File: config.mk
export PLATFORM = sky130hd
export DESIGN_NAME = rsp_status_pin
export DESIGN_NICKNAME = d
export VERILOG_FILES = /design/src/rtl/rsp_pkg.sv /design/src/rtl/rsp_reset_hold.sv /design/src/rtl/rsp_irq_source.sv /design/src/rtl/rsp_pin_mux.sv /design/src/rtl/rsp_status_pin.sv
export SDC_FILE = /design/constraint.sdc
export NUM_CORES = 1
export LEC_CHECK = 0
export BUFFER_PORTS_ARGS = -buffer_cell sky130_fd_sc_hd__buf_2
export CORE_UTILIZATION = 30
export CTS_BUF_LIST = sky130_fd_sc_hd__clkbuf_8
export CTS_CLUSTER_DIAMETER = 100
export DETAILED_ROUTE_END_ITERATION = 7
export GPL_ROUTABILITY_DRIVEN = 0
export HOLD_SLACK_MARGIN = 0.02
export SKIP_LAST_GASP = 1
export SYNTH_ARGS = -nofsm -noshare
export SYNTH_HDL_FRONTEND = slang
export SYNTH_SLANG_ARGS = --single-unit
File: constraint.sdc
create_clock -name clk -period 2 [get_ports clk]
set_input_delay 0.3 -clock clk [delete_from_list [all_inputs] [get_ports clk]]
set_output_delay 0.3 -clock clk [all_outputs]
set_load 0.02 [all_outputs]
File: src/rtl/rsp_pkg.sv
package rsp_pkg;
  typedef enum logic [1:0] {
    MODE_MEM  = 2'b00,
    MODE_IO   = 2'b01,
    MODE_DISK = 2'b10,
    MODE_RSVD = 2'b11
  } port_mode_e;
endpackage

File: src/rtl/rsp_reset_hold.sv
module rsp_reset_hold #(
  parameter int SYNC_STAGES = 2
) (
  input  logic clk,
  input  logic rst_n,
  input  logic hw_reset_raw,
  input  logic disk_mode,
  input  logic init_done,
  output logic rst_active,
  output logic hold
);
  logic                   assert_raw;
  logic [SYNC_STAGES-1:0] sync_q, sync_d;
  logic                   hold_q, hold_d;

  // host reset level: active low in disk-register mode, active high elsewhere
  assign assert_raw = disk_mode ? ~hw_reset_raw : hw_reset_raw;

  generate
    if (SYNC_STAGES == 1) begin : g_one
      always_comb sync_d = assert_raw;
    end else begin : g_many
      always_comb sync_d = {sync_q[SYNC_STAGES-2:0], assert_raw};
    end
  endgenerate

  always_comb begin
    hold_d = hold_q;
    if (sync_q[SYNC_STAGES-1])
      hold_d = 1'b1;
    else if (init_done)
      hold_d = 1'b0;
  end

  always_ff @(posedge clk or negedge rst_n) begin
    if (!rst_n) begin
      sync_q <= '1;
      hold_q <= 1'b1;
    end else begin
      sync_q <= sync_d;
      hold_q <= hold_d;
    end
  end

  assign rst_active = sync_q[SYNC_STAGES-1];
  assign hold       = hold_q;


  hold_after_reset_chk: assert property (@(posedge clk) disable iff (!rst_n)
    rst_active |=> hold);

  hold_needs_init_chk: assert property (@(posedge clk) disable iff (!rst_n)
    (hold && !init_done) |=> hold);
endmodule

File: src/rtl/rsp_irq_source.sv
module rsp_irq_source #(
  parameter int PULSE_LEN = 8
) (
  input  logic clk,
  input  logic rst_n,
  input  logic quiet,
  input  logic pulse_mode,
  input  logic irq_event,
  input  logic status_rd,
  output logic pending,
  output logic pulse_on
);
  localparam int CNT_W = $clog2(PULSE_LEN + 1);
  localparam logic [CNT_W-1:0] RELOAD = CNT_W'(PULSE_LEN);

  logic             pend_q, pend_d;
  logic [CNT_W-1:0] cnt_q, cnt_d;
  logic             accept;

  assign accept = irq_event && !quiet;

  always_comb begin
    pend_d = pend_q;
    if (quiet)
      pend_d = 1'b0;
    else if (accept && !pulse_mode)
      pend_d = 1'b1;
    else if (status_rd)
      pend_d = 1'b0;
  end

  always_comb begin
    cnt_d = cnt_q;
    if (quiet)
      cnt_d = '0;
    else if (accept && pulse_mode)
      cnt_d = RELOAD;
    else if (cnt_q != '0)
      cnt_d = cnt_q - 1'b1;
  end

  always_ff @(posedge clk or negedge rst_n) begin
    if (!rst_n) begin
      pend_q <= 1'b0;
      cnt_q  <= '0;
    end else begin
      pend_q <= pend_d;
      cnt_q  <= cnt_d;
    end
  end

  assign pending  = pend_q;
  assign pulse_on = (cnt_q != '0);


  quiet_drops_event_chk: assert property (@(posedge clk) disable iff (!rst_n)
    quiet |=> !pending);

  read_clears_chk: assert property (@(posedge clk) disable iff (!rst_n)
    (status_rd && !irq_event && !quiet) |=> !pending);

  event_beats_read_chk: assert property (@(posedge clk) disable iff (!rst_n)
    (irq_event && !quiet && !pulse_mode) |=> pending);

  pulse_start_chk: assert property (@(posedge clk) disable iff (!rst_n)
    (irq_event && !quiet && pulse_mode) |=> pulse_on);

  pulse_bound_chk: assert property (@(posedge clk) disable iff (!rst_n)
    cnt_q <= RELOAD);
endmodule

File: src/rtl/rsp_pin_mux.sv
module rsp_pin_mux
  import rsp_pkg::*;
(
  input  logic       clk,
  input  logic       rst_n,
  input  port_mode_e mode,
  input  logic       hold,
  input  logic       busy,
  input  logic       irq_disable,
  input  logic       pulse_sel,
  input  logic       pending,
  input  logic       pulse_on,
  output logic       pin
);
  logic busy_q, nien_q;

  always_ff @(posedge clk or negedge rst_n) begin
    if (!rst_n) begin
      busy_q <= 1'b1;
      nien_q <= 1'b0;
    end else begin
      busy_q <= busy;
      nien_q <= irq_disable;
    end
  end

  always_comb begin
    if (hold) begin
      pin = 1'b0;
    end else begin
      unique case (mode)
        MODE_IO:   pin = pulse_sel ? !pulse_on : !pending;
        MODE_DISK: pin = pending && !nien_q;
        default:   pin = !busy_q;
      endcase
    end
  end


  hold_forces_low_chk: assert property (@(posedge clk) disable iff (!rst_n)
    hold |-> !pin);

  disk_mask_chk: assert property (@(posedge clk) disable iff (!rst_n)
    (mode == MODE_DISK && nien_q) |-> !pin);
endmodule

File: src/rtl/rsp_status_pin.sv
module rsp_status_pin
  import rsp_pkg::*;
#(
  parameter int SYNC_STAGES = 2,
  parameter int PULSE_LEN   = 8
) (
  input  logic       clk,
  input  logic       rst_n,
  input  logic [1:0] mode_sel,
  input  logic       hw_reset_raw,
  input  logic       init_done,
  input  logic       busy,
  input  logic       irq_event,
  input  logic       pulse_sel,
  input  logic       status_rd,
  input  logic       irq_disable,
  output logic       status_pin
);
  port_mode_e mode;
  logic       rst_active, hold, quiet, pulse_mode;
  logic       pending, pulse_on;

  assign mode       = port_mode_e'(mode_sel);
  assign quiet      = hold || rst_active;
  assign pulse_mode = (mode == MODE_IO) && pulse_sel;

  rsp_reset_hold #(.SYNC_STAGES(SYNC_STAGES)) u_hold (
    .clk(clk), .rst_n(rst_n), .hw_reset_raw(hw_reset_raw),
    .disk_mode(mode == MODE_DISK), .init_done(init_done),
    .rst_active(rst_active), .hold(hold)
  );

  rsp_irq_source #(.PULSE_LEN(PULSE_LEN)) u_irq (
    .clk(clk), .rst_n(rst_n), .quiet(quiet), .pulse_mode(pulse_mode),
    .irq_event(irq_event), .status_rd(status_rd),
    .pending(pending), .pulse_on(pulse_on)
  );

  rsp_pin_mux u_mux (
    .clk(clk), .rst_n(rst_n), .mode(mode), .hold(hold), .busy(busy),
    .irq_disable(irq_disable), .pulse_sel(pulse_sel), .pending(pending),
    .pulse_on(pulse_on), .pin(status_pin)
  );


  mem_ready_chk: assert property (@(posedge clk) disable iff (!rst_n)
    (!hold && !rst_active && mode == MODE_MEM && !busy) |=>
      (hold || mode != MODE_MEM || status_pin));
endmodule

======== Word level (Yosys, flattened, before mapping) ========
Cells that the tools add are included.
operators by class
  add/subtract/negate cells ............... 1
  equality and inequality tests ........... 2
  multiplexer cells ....................... 12
  bitwise operators ....................... 1
  reduce and logical (&&, ||, !) cells .... 16
operators by type and width
  kind                                              count
  two-way mux 4 bit                                 3
  two-way mux 1 bit                                 8
  zero test 1 bit                                   6
  nonzero test 3 bit                                2
  logical AND 1 bit                                 5
  nonzero test 4 bit                                1
  subtractor 4 x 1 -> 4 bit, second input constant  1
  == test 2 x 1 -> 1 bit, second input constant     1
  == test 2 bit, second input constant              1
  case mux 1 bit (2 select lines)                   1
  nonzero test 2 bit                                1
  logical OR 1 bit                                  1
  NOT 1 bit                                         1
word-level totals
  flip-flop bits (word level) ............. 10
  input bits .............................. 11
  output and inout bits ................... 1

======== Logic depth before layout (Yosys ltp) ========
Gate-level depths: netlist of the first run.
  depth after elaboration ................. 6
  mapped depth ............................ 5
  mapped depth without buffers ............ 5

======== Modules after synthesis ========
Synthesis of the first run repeated with hierarchy kept, for this count alone.
unflattened totals
  cells, all modules ...................... 46
  area, all modules ....................... 500.5 µm²
modules (own cells, without submodules)
  module          instances  cells each  area an instance (µm²)
  rsp_irq_source  1          26          257.7
  rsp_pin_mux     1          11          122.6
  rsp_reset_hold  1          6           98.8
  rsp_status_pin  1          3           21.3

======== Worst setup path before layout of the first run ========
OpenSTA, ideal clock, no wires.
  path kind ............................... flip-flop to output port
  from .................................... register u_irq.cnt_q[0]
  to ...................................... output status_pin
  arrival time ............................ 1256 ps
  data required time ...................... 1700 ps
  path slack .............................. 444 ps
  cell stages (with the launch flop) ...... 6
  path through ............................ dfrtp_1 > inv_1 > ha_1 > nor3b_4 > and3_1 > o31a_1
between the ends
  cells in the longest elaborated chain, start to end .. 5
RTL lines
  item                             line                  text
  start: declaration               rsp_irq_source.sv:17  logic [CNT_W-1:0] cnt_q, cnt_d;
  start signal: assignment         rsp_irq_source.sv:48  cnt_q <= cnt_d;
  nonzero test 4 bit               rsp_irq_source.sv:53  assign pulse_on = (cnt_q != '0);
  zero test 1 bit                  rsp_pin_mux.sv:32     MODE_IO: pin = pulse_sel ? !pulse_on : !pending;
  two-way mux 1 bit                rsp_pin_mux.sv:32
  case mux 1 bit (2 select lines)  rsp_pin_mux.sv:31     unique case (mode)
  two-way mux 1 bit                rsp_pin_mux.sv:28     if (hold) begin
  end: declaration                 rsp_status_pin.sv:17  output logic status_pin
Every way passes these cells.

======== Final worst setup path of the first run ========
Same ends and word-level chain as after synthesis.

==> results.ini, run 1 <==
[worst_setup_path]
worstPathCellList=inv_1 -> ha_1 -> nor3b_4 -> and3_1 -> o31a_1 -> buf_2
startpoint_type=flip-flop
r2r-start=u_irq.cnt_q[0]
cp.arrival_ns=1.62
cp.required_ns=1.70
crit_buf_inv=2
worstSetupPathType=reg2out
path_max_fanout=4
r2r-end=u_irq.cnt_q[1]
cp-end-kind=output pin
max_stage_delay_ns=0.34
reg2reg_depth=6
rrSetupSlack_ns=0.63
cpMaxStageDelayCell=dfrtp_1
crit_family=simple AND/OR/NAND/NOR gates

[cells_and_area]
area_delta_synth_final_pct=28.1
final_cells=78
fin_util_pct=41.6
num_antenna_cells=0
layout-drive-gt1-share_pct=33.9
final_cell_area_um2=627
fin_nets=77

[power_and_ir_drop]
power_leakage_nw=0.307
total_power_mw=0.486
power_density_mw_per_mm2=775
irDropWorstVdd_uv=414

[job]
drv_cap=0

[routing]
drt_iter0_markers=1
vias=350
wl_um=797
vias_per_cell=4.49
route.detailed.drc=0
drtAntennaViolNets=0
wire_per_inst_um=10.2
dr.pass1.iters=3

[die]
core-area_mm2=0.00151
start_util_pct=32.5
num_rows=14
chipHeight_um=42.4
die_x_um=42.4
die_area_mm2=0.00180
pin_count=12

[synthesis]
synth_cells=45
syn-num-nets=59
ys_types=23
ys_ff_latch=10
syn_area_um2=489
yosysSeqAreaShare_pct=52.2
ys_warn_count=0
post_synth.cell_area_avg_um2=10.9

[clock_network]
ctsResizeCount=0
cts_root_buf=clkbuf_8
path_clk_slew_ns=0.05
insertion_delay_ns=0.24
cts_htree_levels=1
clockBufferDepth=2
tritoncts=built
cts_made_buffers=3
cts_num_sinks=10

[timing]
hold_violations=0
worst_clock_skew_ns=0.0111
slew_headroom_pct=85.7
rsz0062_at_grt=false
fin_hold_ws_ns=0.166
setup_viol=0
fmax_ghz=0.521
final.setup.tns_ns=0
setup_ws_ns=0.0812
worst_pin_slew_ns=0.214
period_needed_ns=1.92
finalCritPeriodShare_pct=95.9
maxSlewViolCount=0

[min_path]
hold_start=busy
hold-path-endpoint=u_mux.busy_q
min_path_type=in2reg
min_path_cells=1

[global_route]
grtUsageTotal_pct=10.7
grt_pass1_vias=326
grt_max_degree=11
gr-total-overflow=0
antenna_found_initial=0
grt_pass1_wl_um=1300

[outcome]
status=complete, no violations

[place]
dpl-instance-area_um2=564
dp_slack_ns=0.304
io_buffers=11
dpl.hpwl_um=602
place_inst=72

worst max-delay path by stage:
stage,start,endpoint,slack [ns],cells after the start
after global routing,u_irq.cnt_q[0],status_pin,0.01,6
after global placement,u_irq.cnt_q[0],status_pin,0.33,6
after detailed placement,u_irq.cnt_q[0],status_pin,0.30,6
after floorplan,u_irq.cnt_q[0],status_pin,0.44,5
after CTS,u_irq.cnt_q[0],status_pin,0.03,6
final,u_irq.cnt_q[0],status_pin,0.08,6
flip-flops by register name (all words and copies together), names as in the netlist:
signal         count
u_irq.pending      1
u_hold.sync_q      2
u_irq.cnt_q        4
u_hold.hold        1
u_mux.busy_q       1
u_mux.nien_q       1
worst register-to-register path: stages, from the launching register on:
cell and delay, ns:
dfrtp_1 0.37, inv_1 0.09, ha_1 0.21, nor3b_4 0.23, buf_4 0.15, nor2b_1 0.04
a211oi_1 0.18
routing by layer:
metal  GRT usage (%)  up-vias  routed length [um]
met5               0        -                   0
met4            5.63        0                  16
met3            7.76        2                  54
met2            15.1        9                 383
met1            11.9      157                 342
li1                -      182                   -
report_power, final:
part	total, mW	internal, mW	switching (mW)
clock	0.212	0.134	0.0780
combinational	0.0481	0.0244	0.0236
sequential	0.225	0.219	0.00634
total	0.486	0.378	0.108
Yosys cell counts (all sizes together):
library cell	number	share of area [%]
inv	5	3.8
nand3b	1	1.5
dfstp	4	21
ha	3	7.7
xnor2	1	1.8
a211oi	1	1.5
nand2	3	2.3
a21boi	1	1.5
mux2	1	2.3
mux2i	1	2.0
nor3	2	2.0
xor2	1	1.8
dfrtp	6	31
nand3	1	1.0
o31a	1	1.8
a21o	1	1.5
a21oi	2	2.0
nor2	4	3.1
nand2b	1	1.3
nor3b	1	3.8
and3	1	1.3
nor2b	2	2.6
o21ai	1	1.0
cells in the final DEF, fill, tap and decap left out:
cell           count
a211oi_1           1
a21boi_0           1
a21o_1             1
a21oi_1            2
and3_1             1
buf_2             11
buf_4              1
clkbuf_8           3
dfrtp_1            6
dfstp_2            4
dlygate4sd3_1      1
ha_1               3
inv_1              6
mux2_2             1
mux2i_1            1
nand2_1            3
nand2b_1           1
nand3_1            1
nand3b_1           1
nor2_1             4
nor2b_1            2
nor3_1             2
nor3b_4            1
o21ai_1            1
o31a_1             1
xnor2_1            1
xor2_1             1
cell families after synthesis:
group / count (synthesis) / share of synthesized area (%)
AO/OA/AOI/OAI: 7 / 9.46
AND/OR/NAND/NOR: 16 / 18.9
multiplexers: 2 / 4.35
XOR/XNOR: 2 / 3.58
flip-flops: 10 / 52.2
adder cells (fa/ha/maj): 3 / 7.67
buffers and inverters: 5 / 3.84
final cells by class:
cell class / instances / area [um2]
fillers: 155 / 880
flip-flops and latches: 10 / 255
multi-input cells: 30 / 215
repair buffers: 13 / 72.6
clock buffers: 3 / 41.3
well taps: 16 / 20.0
inverters: 5 / 18.8
clock inverters: 1 / 3.75
timing repair:
| action | 4_1_cts | 5_1_grt |
|---|---|---|
| setup buffers | 0 | 1 |
| hold buffers | 1 | 0 |
| setup endpoints to repair | 0 | 1 |
| hold endpoints to repair | 6 | 0 |
(Power assumes the default switching activity.)
==> run 2, diff against run 1 <==
--- a/config.mk
+++ b/config.mk
@@ -12,6 +12,7 @@
 export DETAILED_ROUTE_END_ITERATION = 7
 export GPL_ROUTABILITY_DRIVEN = 0
 export HOLD_SLACK_MARGIN = 0.02
+export SETUP_SLACK_MARGIN = 0.1
 export SKIP_LAST_GASP = 1
 export SYNTH_ARGS = -nofsm -noshare
 export SYNTH_HDL_FRONTEND = slang
==> run 2 against run 1 <==
Against the previous run: non-clock buffer count grew 1; register-to-register slack is essentially flat; global-route usage grew 0.18 points; core utilization grew 1.3 points; largest cell class unchanged; largest power group unchanged.
==> results.ini, run 2 (synthesis gave the netlist of run 1 again) <==
[worst_setup_path]
path_max_fanout=4  ; unchanged
cp.arrival_ns=1.54  ; -0.08 ns
cp-end-kind=output pin
startpoint_type=flip-flop
reg2reg_depth=7  ; +1
worstSetupPathType=reg2out
r2r-end=u_irq.cnt_q[1]
rrSetupSlack_ns=0.62  ; about the same
cp.required_ns=1.70  ; about the same
r2r-start=u_irq.cnt_q[1]

[clock_network]
clockBufferDepth=2  ; unchanged
cts_htree_levels=1  ; unchanged
insertion_delay_ns=0.24  ; about the same
path_clk_slew_ns=0.05  ; about the same
cts_num_sinks=10  ; unchanged
cts_made_buffers=3  ; unchanged
tritoncts=built
cts_root_buf=clkbuf_8

[power_and_ir_drop]
total_power_mw=0.487  ; +0.40%
power_leakage_nw=0.313  ; +2.0%
power_density_mw_per_mm2=754  ; -2.7%
irDropWorstVdd_uv=414  ; about the same

[die]
pin_count=12  ; unchanged
die_area_mm2=0.00180  ; unchanged
start_util_pct=32.5  ; unchanged
chipHeight_um=42.4  ; unchanged
die_x_um=42.4  ; unchanged
core-area_mm2=0.00151  ; unchanged
num_rows=14  ; unchanged

[min_path]
hold_start=busy
min_path_cells=1  ; unchanged
min_path_type=in2reg
hold-path-endpoint=u_mux.busy_q

[routing]
dr.pass1.iters=3  ; unchanged
drtAntennaViolNets=0  ; unchanged
wl_um=808  ; +1.4%
vias=355  ; +1.4%
vias_per_cell=4.49  ; +0.14%
drt_iter0_markers=1  ; unchanged
route.detailed.drc=0  ; unchanged
wire_per_inst_um=10.2  ; about the same

[global_route]
grtUsageTotal_pct=10.9  ; +0.18 points
antenna_found_initial=0  ; unchanged
grtUsageMet2_pct=15.7  ; +0.62 points
met1_usage_pct=11.9  ; unchanged
grt_pass1_vias=336  ; +3.1%
grt_max_degree=11  ; unchanged
grt_pass1_wl_um=1320  ; +2.1%
use_met3_pct=7.76  ; unchanged
busiest_layer=met2
gr-total-overflow=0  ; unchanged

[cells_and_area]
final_common_cell=buf_2
largest_register=u_irq.cnt_q
layout-drive-gt1-share_pct=39.7  ; +5.8 points
reg_top3=u_irq.cnt_q (4), u_hold.sync_q (2)
final_cell_mix=11 x buf_2, 6 x dfrtp_1, 4 x inv_1, 4 x nor2_1, 4 x dfstp_2
largest_register_ffs=4  ; unchanged
area_delta_synth_final_pct=32.2
fin_nets=78  ; +1.3%
num_antenna_cells=0  ; unchanged
fillCellCount=151  ; -2.6%

[place]
dpl.hpwl_um=602  ; unchanged
io_buffers=11  ; unchanged

[timing]
fin_hold_ws_ns=0.166  ; -0.0000810 ns
rsz0062_at_grt=false
setup_viol=0  ; unchanged
hold_violations=0  ; unchanged
finalCritPeriodShare_pct=92.1  ; -3.9 points
worst_pin_slew_ns=0.214  ; -0.00000548 ns
final.setup.tns_ns=0  ; unchanged
maxSlewViolCount=0  ; unchanged
fmax_ghz=0.543  ; +4.2%
period_needed_ns=1.84  ; -0.0775 ns
slew_headroom_pct=85.7  ; about the same
worst_clock_skew_ns=0.0112  ; +0.0000995 ns

[outcome]
status=complete, no violations

[job]
drv_cap=0  ; unchanged

==> run 2: repair_timing <==
item	4_1_cts	5_1_grt
resized for setup	1	3
buffers inserted	1	1
hold buffers	1	0
setup endpoints to repair	1	1
pin swaps	0	1
endpoints found under the hold margin	6	0
==> run 2: area by class of cell <==
type	count	area (um2)	share of cell area, %
well taps	16	20.0	3.09
multi-input cells	30	228	35.2
repair buffers	14	80.1	12.4
inverters	5	18.8	2.90
clock inverters	1	3.75	0.580
clock buffers	3	41.3	6.38
flip-flops and latches	10	255	39.5
==> run 2: worst max-delay path, stage by stage, from the launching register on <==
cell and delay, ns:
dfrtp_1 0.36, inv_2 0.06, ha_4 0.16, nor3b_4 0.15
and3_1 0.18, o31a_1 0.23, buf_2 0.15
==> run 2: worst max path at each step <==
stage	start	endpoint	slack, ns	depth (start not counted)
6_report	u_irq.cnt_q[1]	status_pin	0.16	6
5_1_grt	u_irq.cnt_q[0]	status_pin	0.11	6
4_1_cts	u_irq.cnt_q[0]	status_pin	0.11	6
3_5_place_dp	u_irq.cnt_q[0]	status_pin	0.30	6
3_3_place_gp	u_irq.cnt_q[0]	status_pin	0.33	6
2_1_floorplan	u_irq.cnt_q[0]	status_pin	0.44	5
==> run 2: metrics by stage <==
step                instances  utilization, %  area, um2  setup slack (ns)
global placement           72            37.5        564             0.328
CTS                        78            41.8        629             0.114
finish                     79            42.9        647             0.159
floorplan                  45               -        489             0.444
global route               79            42.9        647             0.111
detailed placement         72            37.5        564             0.304
==> run 2: power breakdown <==
part,internal [mW],switching [mW],total (mW)
logic,0.0257,0.0241,0.0497
clock network,0.134,0.0782,0.212
registers,0.219,0.00641,0.225
total,0.379,0.109,0.487
==> run 2: metal layers <==
layer  wire [um]  up-vias
met5           0        -
met4          16        0
met3          54        2
met2         388        9
met1         348      160
li1            -      184
